<file path="src/rtl/irq_arb_pkg.sv">
package irq_arb_pkg;
   typedef enum logic [1:0] {
      CFG_ENABLE  = 2'd0,
      CFG_FLAGCLR = 2'd1,
      CFG_GLOBAL  = 2'd2,
      CFG_UNUSED  = 2'd3
   } cfg_sel_e;
endpackage

</file>
<file path="src/rtl/irq_flag_bank.sv">
module irq_flag_bank #(
   parameter int NUM_SRC = 5
) (
   input  logic               clk,
   input  logic               rst,
   input  logic [NUM_SRC-1:0] set_i,
   input  logic [NUM_SRC-1:0] clr_i,
   output logic [NUM_SRC-1:0] flag_o
);
   // one register per source; a set beats a clear in the same cycle
   for (genvar g = 0; g < NUM_SRC; g++) begin : g_flag
      logic q;
      always_ff @(posedge clk) begin
         if (rst)           q <= 1'b0;
         else if (set_i[g]) q <= 1'b1;
         else if (clr_i[g]) q <= 1'b0;
      end
      assign flag_o[g] = q;
   end
endmodule

</file>
<file path="src/rtl/irq_prio_pick.sv">
module irq_prio_pick #(
   parameter int NUM_SRC = 5,
   parameter int IDX_W   = 3
) (
   input  logic [NUM_SRC-1:0] req_i,
   output logic               any_o,
   output logic [IDX_W-1:0]   idx_o,
   output logic [NUM_SRC-1:0] sel_o
);
   // sel_o is one-hot on the lowest set bit of req_i
   logic [NUM_SRC-1:0] blocked;
   assign blocked[0] = 1'b0;
   for (genvar g = 1; g < NUM_SRC; g++) begin : g_chain
      assign blocked[g] = blocked[g-1] | req_i[g-1];
   end
   assign sel_o = req_i & ~blocked;
   assign any_o = |req_i;

   always_comb begin
      idx_o = '0;
      for (int i = 0; i < NUM_SRC; i++) begin
         if (sel_o[i]) idx_o = IDX_W'(i);
      end
   end
endmodule

</file>
<file path="src/rtl/irq_gie_ctl.sv">
module irq_gie_ctl (
   input  logic clk,
   input  logic rst,
   input  logic take_i,
   input  logic reti_i,
   input  logic sw_we_i,
   input  logic sw_val_i,
   output logic gie_o
);
   // precedence: acceptance, then return strobe, then software write
   always_ff @(posedge clk) begin
      if (rst)          gie_o <= 1'b0;
      else if (take_i)  gie_o <= 1'b0;
      else if (reti_i)  gie_o <= 1'b1;
      else if (sw_we_i) gie_o <= sw_val_i;
   end
endmodule

</file>
<file path="src/rtl/irq_vector_arb.sv">
module irq_vector_arb #(
   parameter int NUM_SRC  = 5,
   parameter int VEC_W    = 10,
   parameter int VEC_BASE = 1
) (
   input  logic               clk,
   input  logic               rst,
   input  logic [NUM_SRC-1:0] src_evt,
   input  logic               cfg_we,
   input  logic [1:0]         cfg_addr,
   input  logic [NUM_SRC-1:0] cfg_wdata,
   input  logic               core_ready,
   input  logic               reti,
   output logic               irq_req,
   output logic               vec_valid,
   output logic [VEC_W-1:0]   vec_addr,
   output logic [NUM_SRC-1:0] flag_o,
   output logic [NUM_SRC-1:0] en_o,
   output logic               gie_o
);
   import irq_arb_pkg::*;

   localparam int IDX_W = (NUM_SRC > 1) ? $clog2(NUM_SRC) : 1;

   initial begin
      assert (NUM_SRC >= 1) else $error("NUM_SRC must be at least 1");
      assert (VEC_BASE >= 1) else $error("VEC_BASE must leave room for the reset vector");
      assert (VEC_BASE + NUM_SRC <= (1 << VEC_W)) else $error("VEC_W too narrow for the vectors");
   end

   cfg_sel_e           sel;
   logic               we_en, we_clr, we_gie;
   logic [NUM_SRC-1:0] en_q;
   logic [NUM_SRC-1:0] live;
   logic               any_live;
   logic [IDX_W-1:0]   win_idx;
   logic [NUM_SRC-1:0] win_sel;
   logic               take;
   logic [NUM_SRC-1:0] clr_mask;

   assign sel    = cfg_sel_e'(cfg_addr);
   assign we_en  = cfg_we && (sel == CFG_ENABLE);
   assign we_clr = cfg_we && (sel == CFG_FLAGCLR);
   assign we_gie = cfg_we && (sel == CFG_GLOBAL);

   always_ff @(posedge clk) begin
      if (rst)        en_q <= '0;
      else if (we_en) en_q <= cfg_wdata;
   end

   assign live = flag_o & en_q;

   irq_prio_pick #(.NUM_SRC(NUM_SRC), .IDX_W(IDX_W)) u_pick (
      .req_i (live),
      .any_o (any_live),
      .idx_o (win_idx),
      .sel_o (win_sel)
   );

   assign irq_req  = gie_o & any_live;
   assign take     = irq_req & core_ready;
   assign clr_mask = (we_clr ? cfg_wdata : '0) | (take ? win_sel : '0);

   irq_flag_bank #(.NUM_SRC(NUM_SRC)) u_flags (
      .clk    (clk),
      .rst    (rst),
      .set_i  (src_evt),
      .clr_i  (clr_mask),
      .flag_o (flag_o)
   );

   irq_gie_ctl u_gie (
      .clk      (clk),
      .rst      (rst),
      .take_i   (take),
      .reti_i   (reti),
      .sw_we_i  (we_gie),
      .sw_val_i (cfg_wdata[0]),
      .gie_o    (gie_o)
   );

   always_ff @(posedge clk) begin
      if (rst) begin
         vec_valid <= 1'b0;
         vec_addr  <= '0;
      end else begin
         vec_valid <= take;
         if (take) vec_addr <= VEC_W'(VEC_BASE) + VEC_W'(win_idx);
      end
   end

   assign en_o = en_q;
endmodule

</file>
<file path="config.mk">
export PLATFORM = sky130hd
export DESIGN_NAME = irq_vector_arb
export DESIGN_NICKNAME = d
export VERILOG_FILES = /design/src/rtl/irq_arb_pkg.sv /design/src/rtl/irq_flag_bank.sv /design/src/rtl/irq_prio_pick.sv /design/src/rtl/irq_gie_ctl.sv /design/src/rtl/irq_vector_arb.sv
export SDC_FILE = /design/constraint.sdc
export NUM_CORES = 1
export LEC_CHECK = 0
export ABC_AREA = 0
export BUFFER_PORTS_ARGS = -buffer_cell sky130_fd_sc_hd__buf_4
export CORE_MARGIN = 4
export CORE_UTILIZATION = 48
export CTS_CLUSTER_SIZE = 28
export DETAILED_ROUTE_END_ITERATION = 10
export HOLD_SLACK_MARGIN = 0.1
export PLACE_DENSITY = 0.83
export SLEW_MARGIN = 5
export SYNTH_ARGS = -nofsm -noshare
export SYNTH_HDL_FRONTEND = slang
export SYNTH_SLANG_ARGS = --single-unit
</file>
<file path="constraint.sdc">
create_clock -name clk -period 2.7 [get_ports clk]
set_input_delay 0.81 -clock clk [delete_from_list [all_inputs] [get_ports clk]]
set_output_delay 0.81 -clock clk [all_outputs]
set_load 0.1 [all_outputs]
</file>
=== Word-level counts from Yosys, hierarchy flattened ===
Index checks and enable logic that the tools add are counted.

* Add/sub/neg operators: 1
* Eq/ne operators: 2
* Mux-type cells: 18
* Bitwise operators: 9
* Reductions and logical operators: 12

{| class="wikitable"
|+ Operators by type and width
! cell !! count
|-
| two-way mux 1 bit || 13
|-
| nonzero test 2 bit || 6
|-
| bitwise AND 5 bit || 2
|-
| two-way mux 5 bit || 2
|-
| two-way mux 3 bit || 3
|-
| inverter 5 bit || 1
|-
| OR 5 bit || 1
|-
| OR reduction 5 bit || 1
|-
| adder 1 x 3 -> 4 bit, first input constant || 1
|-
| logical AND 1 bit || 3
|-
| OR 1 bit || 3
|-
| bitwise AND 1 bit || 2
|-
| == test 2 x 1 -> 1 bit, second input constant || 1
|-
| == test 2 bit, second input constant || 1
|-
| zero test 2 bit || 1
|-
| OR reduction 2 bit || 1
|}

* Register bits: 22
* Input port bits: 17
* Output and inout port bits: 23

=== Longest topological paths before layout ===
* Word-level depth: 11
* Gate-level depth with buffers: 7

=== Modules after synthesis ===
From an unflattened synthesis, not the netlist that was laid out.

* Cells, all modules: 105
* Area total of the unflattened synthesis: 954.7 sq um

{| class="wikitable"
|+ By module, submodules not included
! module !! times used !! cells an instance !! area each (sq um) !! seq. area each (sq um)
|-
| irq_vector_arb || 1 || 63 || 614.3 || 200.2
|-
| irq_flag_bank || 1 || 25 || 212.7 || 100.1
|-
| irq_prio_pick || 1 || 13 || 81.3 || 0.0
|-
| irq_gie_ctl || 1 || 4 || 46.3 || 20.0
|}

=== Least setup slack after synthesis ===
No wires, ideal clock.

* Path type: reg-to-output
* From: register en_q[0] (netlist: en_o[0])
* To: output irq_req
* Arrival time: 2,887 ps
* Slack: -997 ps
* Cell stages (with the launch flop): 4
* Path through: dfxtp_1 -> a22oi_4 -> and2_1 -> a21boi_1

* Word-level cells in the longest chain between the ends: 3

{| class="wikitable"
|+ Ends and longest elaborated chain
! element !! RTL line !! text
|-
| start, declared || irq_vector_arb.sv:33 || <nowiki>logic [NUM_SRC-1:0] en_q;</nowiki>
|-
| start signal, assigned || irq_vector_arb.sv:48 || <nowiki>else if (we_en) en_q <= cfg_wdata;</nowiki>
|-
| bitwise AND 5 bit || irq_vector_arb.sv:51 || <nowiki>assign live = flag_o & en_q;</nowiki>
|-
| OR reduction 5 bit || irq_prio_pick.sv:17 || <nowiki>assign any_o = |req_i;</nowiki>
|-
| bitwise AND 1 bit || irq_vector_arb.sv:60 || <nowiki>assign irq_req = gie_o & any_live;</nowiki>
|-
| end, declared || irq_vector_arb.sv:14 || <nowiki>output logic irq_req,</nowiki>
|}

Every way passes these cells.

=== Worst setup path in the final report ===
* From: register u_flags.g_flag[0].q
* To: output irq_req

* Word-level cells in the longest chain between the ends: 3

{| class="wikitable"
|+ Ends and longest elaborated chain
! element !! RTL line !! text
|-
| start, declared || irq_flag_bank.sv:12 || <nowiki>logic q;</nowiki>
|-
| start signal, assigned || irq_flag_bank.sv:14 || <nowiki>if (rst) q <= 1'b0;</nowiki>
|-
| start signal, assigned || irq_flag_bank.sv:15 || <nowiki>else if (set_i[g]) q <= 1'b1;</nowiki>
|-
| start signal, assigned || irq_flag_bank.sv:16 || <nowiki>else if (clr_i[g]) q <= 1'b0;</nowiki>
|-
| bitwise AND 5 bit || irq_vector_arb.sv:51 ||
|-
| OR reduction 5 bit || irq_prio_pick.sv:17 ||
|-
| bitwise AND 1 bit || irq_vector_arb.sv:60 ||
|}

Every way passes these cells.

==> impl_results.md <==
- Met3 Resource Use GR: 4.82%
- CP startpoint kind: flop
- Antenna diode count: 0
- RSZ-0062 raised after global routing: no
- Area Growth Syn to Fin: 29.0%
- 1st-pass router iterations: 4
- Clock buffer count from CTS: 3
- Crit Path Max Fanout: 6
- PortBufs: 33
- Gr ovfl total: 0
- Grt met1 use: 19.5%
- Area of the die: 2460 um^2
- Post-cts hold buffer count: 0
- Placed inst area: 1050 um^2
- Final setup viols: 0
- CTS Sinks: 16
- Mapped Cells: 90
- Chip Height: 49.6 um
- Slowest cell on crit path: dfxtp_1
- Synth top area cells: dfxtp_1 39%, buf_4 10%, mux2i_1 7.2%, nor2_1 5.4%, nand2_1 3.6%
- Post-synth top flop: dfxtp_1
- Initial antenna violation count: 0
- Detail Route Antenna Nets: 0
- # DRC: 0
- Layout cells sized above 1: 38.7%
- Fillers: 135
- Die width: 49.6 um
- Crit end category: output pin
- GRT Max-Usage Layer: met2
- Via density: 5.39
- Final WL: 1860 um
- Yosys top cell by area: dfxtp_1
- Yosys warnings: 0
- Worst-skew pair later-pin latency: 0.28 ns
- Setup Crit Path Kind: reg -> out
- LEAKAGE: 0.473 nW
- # resized after CTS: 0
- GPL Wtd Cong: 0.742
- Distinct cells, synth: 29
- WL/cell: 13.8 um
- Vias in the first global route: 691
- Syn_area_per_cell: 9.22 um^2
- Worst path max stage delay: 0.45 ns
- Maximum vdd drop: 0.356 mV
- Clock Path Buffers: 2
- Count leader, synth: dfxtp_1
- CTS tree: done
- Worst hold path class: reg -> reg
- Largest net degree at the start of global routing: 17
- Post-synth top area share: 38.6%
- Status: finished, final reports clean
- Fin area: 1070 um^2
- # rows: 14
- Worst-path cell chain: a22oi_4 > and2_1 > a21boi_4 > buf_4
- Root Buffer: clkbuf_4
- Dpl cells: 132
- Finished Layout Cells: 135
- Fin crit period: 2.32 ns
- Nets: 139
- GRT Resource Usage Total: 16.2%
- Clock Skews: 0.00112 ns
- MaxCap Viol Count: 0
- Top cell types by occurrence after synthesis: 16 x dfxtp_1, 12 x nor2_1, 11 x buf_4
- Final period utilization: 86.1%
- Final Hold Viols: 0
- Synthesized area: 830 um^2
- Post-synthesis register bit count: 16
- Worst EP arrival: 1.51 ns
- CTS H-tree depth: 1
- CORE AREA: 1580 um^2
- Number of synthesized flops with an enable pin: 0
- Met2 Use GR: 26.0%
- Vias after detailed routing: 727
- # IOs: 40
- Max-slew violations: 0
- CTS clk-pin slew, worst paths: 0.09 ns
- Starting density of the core: 52.6%
- CP Data Required Time: 1.89 ns
- Post-DP HPWL: 1430 um
- DR iter-0 viols: 9
- Post-synthesis sequential area ratio: 38.6%
- Maximum operating frequency: 430 MHz
- Setup Fix Bufs, Post-CTS: 0
- Setup TNS: 0 ns
- Pwr Density: 531 nW/um^2
- Register-to-register setup slack: 1.22 ns
- Share of synthesized registers carrying an async set or reset: 0%
- Global-route wire length before repair: 3090 um
## state kept, by name, summed over array words and instances, names as in the netlist
signal / flops
en_o: 5
u_gie.gie_o: 1
u_flags.g_flag.q: 5
vec_valid: 1
vec_addr: 4
## placed cells by master, fill, tap and decap left out, drive strengths merged, types with 4 or more instances in the layout
cell type and instances:
buf 33, a22oi 4, dfxtp 16, conb 6, mux2i 6, nor2 12, nand2 8, a31oi 5
## critical path, delay by kind of cell, from the launching register on
family / cells / cell delay (ns)
flip-flops: 1 / 0.45
buffers and inverters: 1 / 0.30
AO/OA/AOI/OAI: 2 / 0.28
AND/OR/NAND/NOR: 1 / 0.21
## layer usage
| layer | wire (um) | up-vias |
|---|---|---|
| met3 | 171 | 5 |
| li1 | - | 365 |
| met1 | 802 | 324 |
| met5 | 0 | - |
| met2 | 847 | 33 |
| met4 | 37 | 0 |
## stage by stage
step | utilization, % | total power, mW | hold slack, ns | worst slack [ns]
after floorplan | - | 0.419 | 0.484 | 0.186
after global placement | 66.4 | 0.449 | 0.466 | 0.722
after CTS | 67.9 | 0.571 | 0.495 | 0.377
after global routing | 67.9 | 0.594 | 0.523 | 0.291
after detailed placement | 66.4 | 0.450 | 0.482 | 0.698
final | 67.9 | 0.568 | 0.491 | 0.376
## report_power, final
part	internal, mW	leakage [nW]	switching (mW)
combinational	0.0438	0.325	0.142
sequential	0.247	0.134	0.0126
clock	0.0518	0.0138	0.0719
## cell families (layout without fill, tap and decap cells)
group	count (synthesis)	count (layout)	share of synthesized area [%]
adders and majority gates	1	1	1.51
other	1	6	0.452
DFF	16	16	38.6
muxes	7	7	8.60
and+or+nand+nor	36	36	22.8
buffers and inverters	13	37	10.9
AOI/OAI and AO/OA	16	16	17.2
## path summary, 6_finish.rpt
path | start | endpoint | cells after the start
worst max-delay path | u_flags.g_flag[0].q | irq_req | 4
worst min-delay path | vec_addr[3] | vec_addr[3] | 1
worst max register to register | en_o[3] | vec_addr[2] | 7
worst min register to register | vec_addr[3] | vec_addr[3] | 1
## layout make-up
class	instances	area (um^2)	share of cell area, %
sequential	16	327	30.5
clock buffer	3	22.5	2.11
multi-input combinational	66	449	42.0
tap	16	20.0	1.87
timing repair buffer	33	248	23.2
inverter	1	3.75	0.351
Note: power is estimated with default switching activity, not from simulation.
